File: src/rtl/xq_pkg.sv
package xq_pkg;
    parameter int LADDR_W = 18;
    parameter int EADDR_W = 32;
    parameter int SIZE_W  = 15;
    parameter int TAG_W   = 5;

    typedef struct packed {
        logic               put;
        logic [LADDR_W-1:0] laddr;
        logic [EADDR_W-1:0] eaddr;
        logic [SIZE_W-1:0]  size;
        logic [TAG_W-1:0]   tag;
    } xfer_cmd_t;
endpackage

File: src/rtl/xq_cmd_fifo.sv
module xq_cmd_fifo import xq_pkg::*; #(
    parameter int DEPTH = 16,
    localparam int PTR_W = $clog2(DEPTH),
    localparam int CNT_W = PTR_W + 1
) (
    input  logic             clk,
    input  logic             rst_n,
    input  logic             push,
    input  xfer_cmd_t        push_data,
    input  logic             pop,
    output xfer_cmd_t        head,
    output logic             empty,
    output logic             full,
    output logic [CNT_W-1:0] count
);
    typedef struct packed {
        xfer_cmd_t [DEPTH-1:0] mem;
        logic [PTR_W:0]        wr;
        logic [PTR_W:0]        rd;
    } fifo_st_t;

    fifo_st_t st_d, st_q;

    assign count = st_q.wr - st_q.rd;
    assign empty = (count == '0);
    assign full  = (count == CNT_W'(DEPTH));
    assign head  = st_q.mem[st_q.rd[PTR_W-1:0]];

    always_comb begin
        st_d = st_q;
        if (push) begin
            st_d.mem[st_q.wr[PTR_W-1:0]] = push_data;
            st_d.wr = st_q.wr + 1'b1;
        end
        if (pop) begin
            st_d.rd = st_q.rd + 1'b1;
        end
    end

    always_ff @(posedge clk or negedge rst_n) begin
        if (!rst_n) st_q <= '0;
        else        st_q <= st_d;
    end
endmodule

File: src/rtl/xq_line_splitter.sv
module xq_line_splitter import xq_pkg::*; #(
    parameter int LINE_BYTES = 128,
    parameter int BEAT_BYTES = 8,
    localparam int LINE_W  = $clog2(LINE_BYTES) + 1,
    localparam int BEAT_W  = $clog2(LINE_BYTES / BEAT_BYTES) + 1,
    localparam int BEAT_SH = $clog2(BEAT_BYTES)
) (
    input  logic               clk,
    input  logic               rst_n,
    input  logic               has_cmd,
    input  xfer_cmd_t          head,
    input  logic               line_ready,
    output logic               line_valid,
    output logic [LADDR_W-1:0] line_laddr,
    output logic [EADDR_W-1:0] line_eaddr,
    output logic [LINE_W-1:0]  line_bytes,
    output logic [BEAT_W-1:0]  line_beats,
    output logic               line_last,
    output logic               cmd_done
);
    typedef struct packed {
        logic [SIZE_W-1:0] off;
    } split_st_t;

    split_st_t st_d, st_q;
    logic [SIZE_W-1:0] remaining;
    logic              fire;

    always_comb begin
        remaining  = head.size - st_q.off;
        line_last  = (remaining <= SIZE_W'(LINE_BYTES));
        line_bytes = line_last ? remaining[LINE_W-1:0] : LINE_W'(LINE_BYTES);
        line_beats = BEAT_W'(line_bytes >> BEAT_SH);
        line_laddr = head.laddr + LADDR_W'(st_q.off);
        line_eaddr = head.eaddr + EADDR_W'(st_q.off);
        line_valid = has_cmd;
        fire       = has_cmd && line_ready;
        cmd_done   = fire && line_last;

        st_d = st_q;
        if (fire) begin
            st_d.off = line_last ? '0 : st_q.off + SIZE_W'(LINE_BYTES);
        end
    end

    always_ff @(posedge clk or negedge rst_n) begin
        if (!rst_n) st_q <= '0;
        else        st_q <= st_d;
    end
endmodule

File: src/rtl/xq_group_tracker.sv
module xq_group_tracker #(
    parameter int DEPTH = 16,
    parameter int TAG_W = 5,
    localparam int NGRP  = 1 << TAG_W,
    localparam int CNT_W = $clog2(DEPTH + 1)
) (
    input  logic             clk,
    input  logic             rst_n,
    input  logic             inc,
    input  logic [TAG_W-1:0] inc_tag,
    input  logic             dec,
    input  logic [TAG_W-1:0] dec_tag,
    output logic [NGRP-1:0]  grp_done
);
    typedef struct packed {
        logic [NGRP-1:0][CNT_W-1:0] cnt;
    } trk_st_t;

    trk_st_t st_d, st_q;

    always_comb begin
        st_d = st_q;
        for (int g = 0; g < NGRP; g++) begin
            if (inc && inc_tag == TAG_W'(g)) st_d.cnt[g] = st_d.cnt[g] + CNT_W'(1);
            if (dec && dec_tag == TAG_W'(g)) st_d.cnt[g] = st_d.cnt[g] - CNT_W'(1);
        end
    end

    for (genvar g = 0; g < NGRP; g++) begin : g_done
        assign grp_done[g] = (st_q.cnt[g] == '0);
    end

    always_ff @(posedge clk or negedge rst_n) begin
        if (!rst_n) st_q <= '0;
        else        st_q <= st_d;
    end
endmodule

File: src/rtl/xfer_queue.sv
module xfer_queue import xq_pkg::*; #(
    parameter int DEPTH       = 16,
    parameter int LINE_BYTES  = 128,
    parameter int BEAT_BYTES  = 8,
    parameter int ALIGN_BYTES = 16,
    parameter int MAX_BYTES   = 16384,
    localparam int NGRP   = 1 << TAG_W,
    localparam int LINE_W = $clog2(LINE_BYTES) + 1,
    localparam int BEAT_W = $clog2(LINE_BYTES / BEAT_BYTES) + 1,
    localparam int CNT_W  = $clog2(DEPTH) + 1,
    localparam int AL_W   = $clog2(ALIGN_BYTES)
) (
    input  logic               clk,
    input  logic               rst_n,
    input  logic               cmd_valid,
    output logic               cmd_ready,
    input  logic               cmd_put,
    input  logic [LADDR_W-1:0] cmd_laddr,
    input  logic [EADDR_W-1:0] cmd_eaddr,
    input  logic [SIZE_W-1:0]  cmd_size,
    input  logic [TAG_W-1:0]   cmd_tag,
    output logic               cmd_bad,
    output logic               line_valid,
    input  logic               line_ready,
    output logic               line_put,
    output logic [LADDR_W-1:0] line_laddr,
    output logic [EADDR_W-1:0] line_eaddr,
    output logic [LINE_W-1:0]  line_bytes,
    output logic [BEAT_W-1:0]  line_beats,
    output logic               line_last,
    output logic [TAG_W-1:0]   line_tag,
    output logic [NGRP-1:0]    grp_done,
    input  logic [NGRP-1:0]    query_mask,
    output logic               irq
);
    xfer_cmd_t        in_cmd, head;
    logic             fifo_empty, fifo_full, accept, illegal, cmd_done;
    logic [CNT_W-1:0] q_count;

    always_comb begin
        in_cmd  = '{put: cmd_put, laddr: cmd_laddr, eaddr: cmd_eaddr,
                    size: cmd_size, tag: cmd_tag};
        illegal = (cmd_laddr[AL_W-1:0] != '0) || (cmd_eaddr[AL_W-1:0] != '0) ||
                  (cmd_size[AL_W-1:0] != '0)  || (cmd_size == '0) ||
                  (cmd_size > SIZE_W'(MAX_BYTES));
        cmd_ready = !fifo_full;
        accept    = cmd_valid && cmd_ready && !illegal;
        cmd_bad   = cmd_valid && cmd_ready && illegal;
        line_put  = head.put;
        line_tag  = head.tag;
        irq       = (query_mask != '0) && ((query_mask & ~grp_done) == '0);
    end

    xq_cmd_fifo #(.DEPTH(DEPTH)) u_fifo (
        .clk(clk), .rst_n(rst_n), .push(accept), .push_data(in_cmd),
        .pop(cmd_done), .head(head), .empty(fifo_empty), .full(fifo_full),
        .count(q_count)
    );

    xq_line_splitter #(.LINE_BYTES(LINE_BYTES), .BEAT_BYTES(BEAT_BYTES)) u_split (
        .clk(clk), .rst_n(rst_n), .has_cmd(!fifo_empty), .head(head),
        .line_ready(line_ready), .line_valid(line_valid), .line_laddr(line_laddr),
        .line_eaddr(line_eaddr), .line_bytes(line_bytes), .line_beats(line_beats),
        .line_last(line_last), .cmd_done(cmd_done)
    );

    xq_group_tracker #(.DEPTH(DEPTH), .TAG_W(TAG_W)) u_track (
        .clk(clk), .rst_n(rst_n), .inc(accept), .inc_tag(cmd_tag),
        .dec(cmd_done), .dec_tag(head.tag), .grp_done(grp_done)
    );
endmodule

File: config.mk
export PLATFORM = sky130hd
export DESIGN_NAME = xfer_queue
export DESIGN_NICKNAME = d
export VERILOG_FILES = /design/src/rtl/xq_pkg.sv /design/src/rtl/xq_cmd_fifo.sv /design/src/rtl/xq_line_splitter.sv /design/src/rtl/xq_group_tracker.sv /design/src/rtl/xfer_queue.sv
export SDC_FILE = /design/constraint.sdc
export NUM_CORES = 2
export LEC_CHECK = 0
export BUFFER_PORTS_ARGS = -buffer_cell sky130_fd_sc_hd__buf_4
export CORE_MARGIN = 2
export CORE_UTILIZATION = 60
export CTS_BUF_LIST = sky130_fd_sc_hd__clkbuf_8 sky130_fd_sc_hd__clkbuf_16
export DETAILED_ROUTE_END_ITERATION = 16
export PLACE_DENSITY = 0.82
export SLEW_MARGIN = 30
export SYNTH_ARGS = -nofsm -noshare
export SYNTH_HDL_FRONTEND = slang
export SYNTH_SLANG_ARGS = --single-unit
export TNS_END_PERCENT = 100
File: constraint.sdc
create_clock -name clk -period 10.6 [get_ports clk]
set_input_delay 0.53 -clock clk [delete_from_list [all_inputs] [get_ports clk]]
set_output_delay 0.53 -clock clk [all_outputs]
set_load 0.02 [all_outputs]
==> impl_metrics.env <==
export IMPL_syn2layout_area_growth_pct=11.77
export IMPL_slew_violations=0
export IMPL_fin_skew_ns=0.04973
export IMPL_startpoint_type="flip-flop"
export IMPL_synth_common_cells="dfrtp_1, mux2_2, mux4_2, clkbuf_1, xnor2_1"
export IMPL_syn_area_per_cell_um2=13.61
export IMPL_path_buf_inv=3
export IMPL_fp_dieH_um=331.7
export IMPL_antenna_found_initial=9
export IMPL_synth_area_leaders="dfrtp_1, mux2_2, mux4_2"
export IMPL_regArea_um2=32890
export IMPL_grt_overflow_total=0
export IMPL_routabilityCongestion=0.8783
export IMPL_pin_count=213
export IMPL_async_reset_ff_share_pct=100.0
export IMPL_status="complete, no violations"
export IMPL_worstPathCellList="buf_12 -> mux4_2 -> mux4_2 -> ha_1 -> nor4bb_1 -> a22oi_1 -> a2111oi_0 -> o211ai_1 -> o31a_1 -> or3_1 -> buf_4 -> nor3_1 -> buf_4"
export IMPL_routed_wirelength_mm=159.7
export IMPL_via_per_inst=6.403
export IMPL_yosysTopAreaCellShare_pct=51.04
export IMPL_die_area_um2=110000
export IMPL_ys_types=71
export IMPL_syn_area_um2=64420
export IMPL_num_fill_cells=6936
export IMPL_die_w_um=331.7
export IMPL_yosysWarnings=0
export IMPL_ys_flop_type="dfrtp_1"
export IMPL_wire_per_inst_um=25.19
export IMPL_grt_usage_pct=29.29
export IMPL_critPathTopFamily="simple AND/OR/NAND/NOR gates"
export IMPL_worstSetupPathType="reg -> out"
export IMPL_rsz0062_at_grt="no"
export IMPL_hold_slack_ns=0.1380
export IMPL_cpMaxStageDelayCell="dfrtp_4"
export IMPL_setup_violations=0
export IMPL_p_per_area_nw_per_um2=157.3
export IMPL_cp_data_required_time_ns=10.07
export IMPL_grt_pass1_vias=42550
export IMPL_dp_cells=6079
export IMPL_slowest_delay_ns=0.82
export IMPL_clock_insertion_delay_worst_skew_ns=0.76
export IMPL_yosysMostFrequentCell="dfrtp_1"
export IMPL_place_area_um2=67160
export IMPL_worstMarginPinSlew_ns=1.168
export IMPL_stdcell_count=6338
export IMPL_hold_viol=0
export IMPL_rows=120
export IMPL_drcViolationCount=0
export IMPL_fmax_mhz=142.9
export IMPL_grt_pass1_wl_mm=249.7
export IMPL_crit_path_end_kind="output port"
export IMPL_grt_max_degree=193
export IMPL_power_ir_vdd_worst_v=0.0002039
export IMPL_vias=40580
export IMPL_synth_edf_count=0
export IMPL_period_share_pct=66.03
export IMPL_fin_tns_setup_ns=0
export IMPL_maxSlewHeadroom_pct=21.32
export IMPL_fin_nets=5061
export IMPL_drive_gt1_share_pct=36.50
export IMPL_cts_buffers=140
export IMPL_clk_path_buf_depth=3
export IMPL_clock_sinks=1314
export IMPL_ys_seq_elements=1314
export IMPL_final_cell_area_um2=72010
export IMPL_total_power_mw=11.33
export IMPL_worstPathArrival_ns=6.47
export IMPL_drt_iter0_drc=3435
export IMPL_root_buffer="clkbuf_16"
export IMPL_htreeDepth=4
export IMPL_cts_resized=0
export IMPL_dr_pass1_iters=6
export IMPL_post_dp_hpwl_mm=95.30
export IMPL_ys_seq_area_share_pct=51.04
export IMPL_syn_inst=4735
export IMPL_multi_input_area_um2=29950
export IMPL_synth_top_cell_by_area="dfrtp_1"
export IMPL_cellLeakagePower_nw=34.80
export IMPL_path_clk_slew_ns=0.06
export IMPL_drv_cap=0
export IMPL_hold_path_class="in -> reg"
export IMPL_crit_path_max_fanout=88
export IMPL_post_cts_buffers=0
export IMPL_coreArea_um2=106800
export IMPL_drtAntennaViolNets=0
export IMPL_min_period_ns=7.000
export IMPL_cts_tree="done"
export IMPL_start_util_pct=60.35
export IMPL_io_buffer_count=212
kinds of logic after synthesis:
logic type / after synthesis / share of synthesized area [%]
and+or+nand+nor: 943 / 7.902
AOI/OAI and AO/OA: 241 / 2.257
xor gates and xnor gates: 320 / 4.393
buffers and inverters: 451 / 2.781
muxes: 1334 / 29.08
DFF: 1314 / 51.04
adders and majority gates: 131 / 2.544
other: 1 / 0.005821
registers in the layout, summed over array words and instances (netlist names):
| name | count |
|---|---|
| u_fifo.st_q | 1146 |
| u_track.st_q | 160 |
| u_split.st_q | 8 |
final cells by class:
type | instances | share of cell area, %
sequential | 1314 | 45.68
multi-input combinational | 2971 | 41.59
clock buffer | 175 | 5.597
timing repair buffer | 271 | 3.121
tap | 1403 | 2.438
clock inverter | 75 | 0.9018
inverter | 125 | 0.6586
antenna | 4 | 0.01390
cells in the final DEF (no fill, tap or decap), drive strengths merged, types with 156 or more instances in the layout:
master  instances
dfrtp        1314
mux2          920
mux4          338
buf           270
xnor2         222
and2          202
nand2         183
clkbuf        175
inv           160
nor2          156
report_power, final:
part / internal, mW / switching [mW]
Clock: 2.87 / 2.05
Combinational: 0.467 / 0.785
Sequential: 5.04 / 0.114
per-layer routing:
layer / vias up / part of all wire (%) / global-route usage, %
li1: 17330 / - / -
met1: 21320 / 40 / 38.85
met2: 1567 / 49 / 48.14
met3: 360 / 6.8 / 5.290
met4: 8 / 3.8 / 12.07
met5: - / 0.032 / 0
worst paths after layout:
check	start	to	slack (ns)	cells past startpoint
min in group asynchronous	rst_n	u_fifo.st_q[791]	0.47	2
min	cmd_eaddr[29]	u_fifo.st_q[982]	0.14	2
max reg2reg	u_fifo.st_q[0]	u_track.st_q[78]	4.13	15
min reg2reg	u_track.st_q[44]	u_track.st_q[44]	0.47	1
max in group asynchronous	rst_n	u_fifo.st_q[292]	7.98	5
max	u_fifo.st_q[0]	line_bytes[5]	3.60	13
per-stage QoR:
step / setup slack, ns / utilization [%]
after floorplan: 3.248 / -
after global placement: 4.408 / 62.85
after detailed placement: 4.304 / 62.91
after CTS: 3.517 / 67.30
after global routing: 3.237 / 67.45
final: 3.600 / 67.45
repair_timing:
action | CTS | global route
hold endpoints to repair | 144 | 0
setup endpoints to repair | 0 | 0
hold buffers | 1 | 0
No activity file was read; power rests on OpenSTA's default activity.
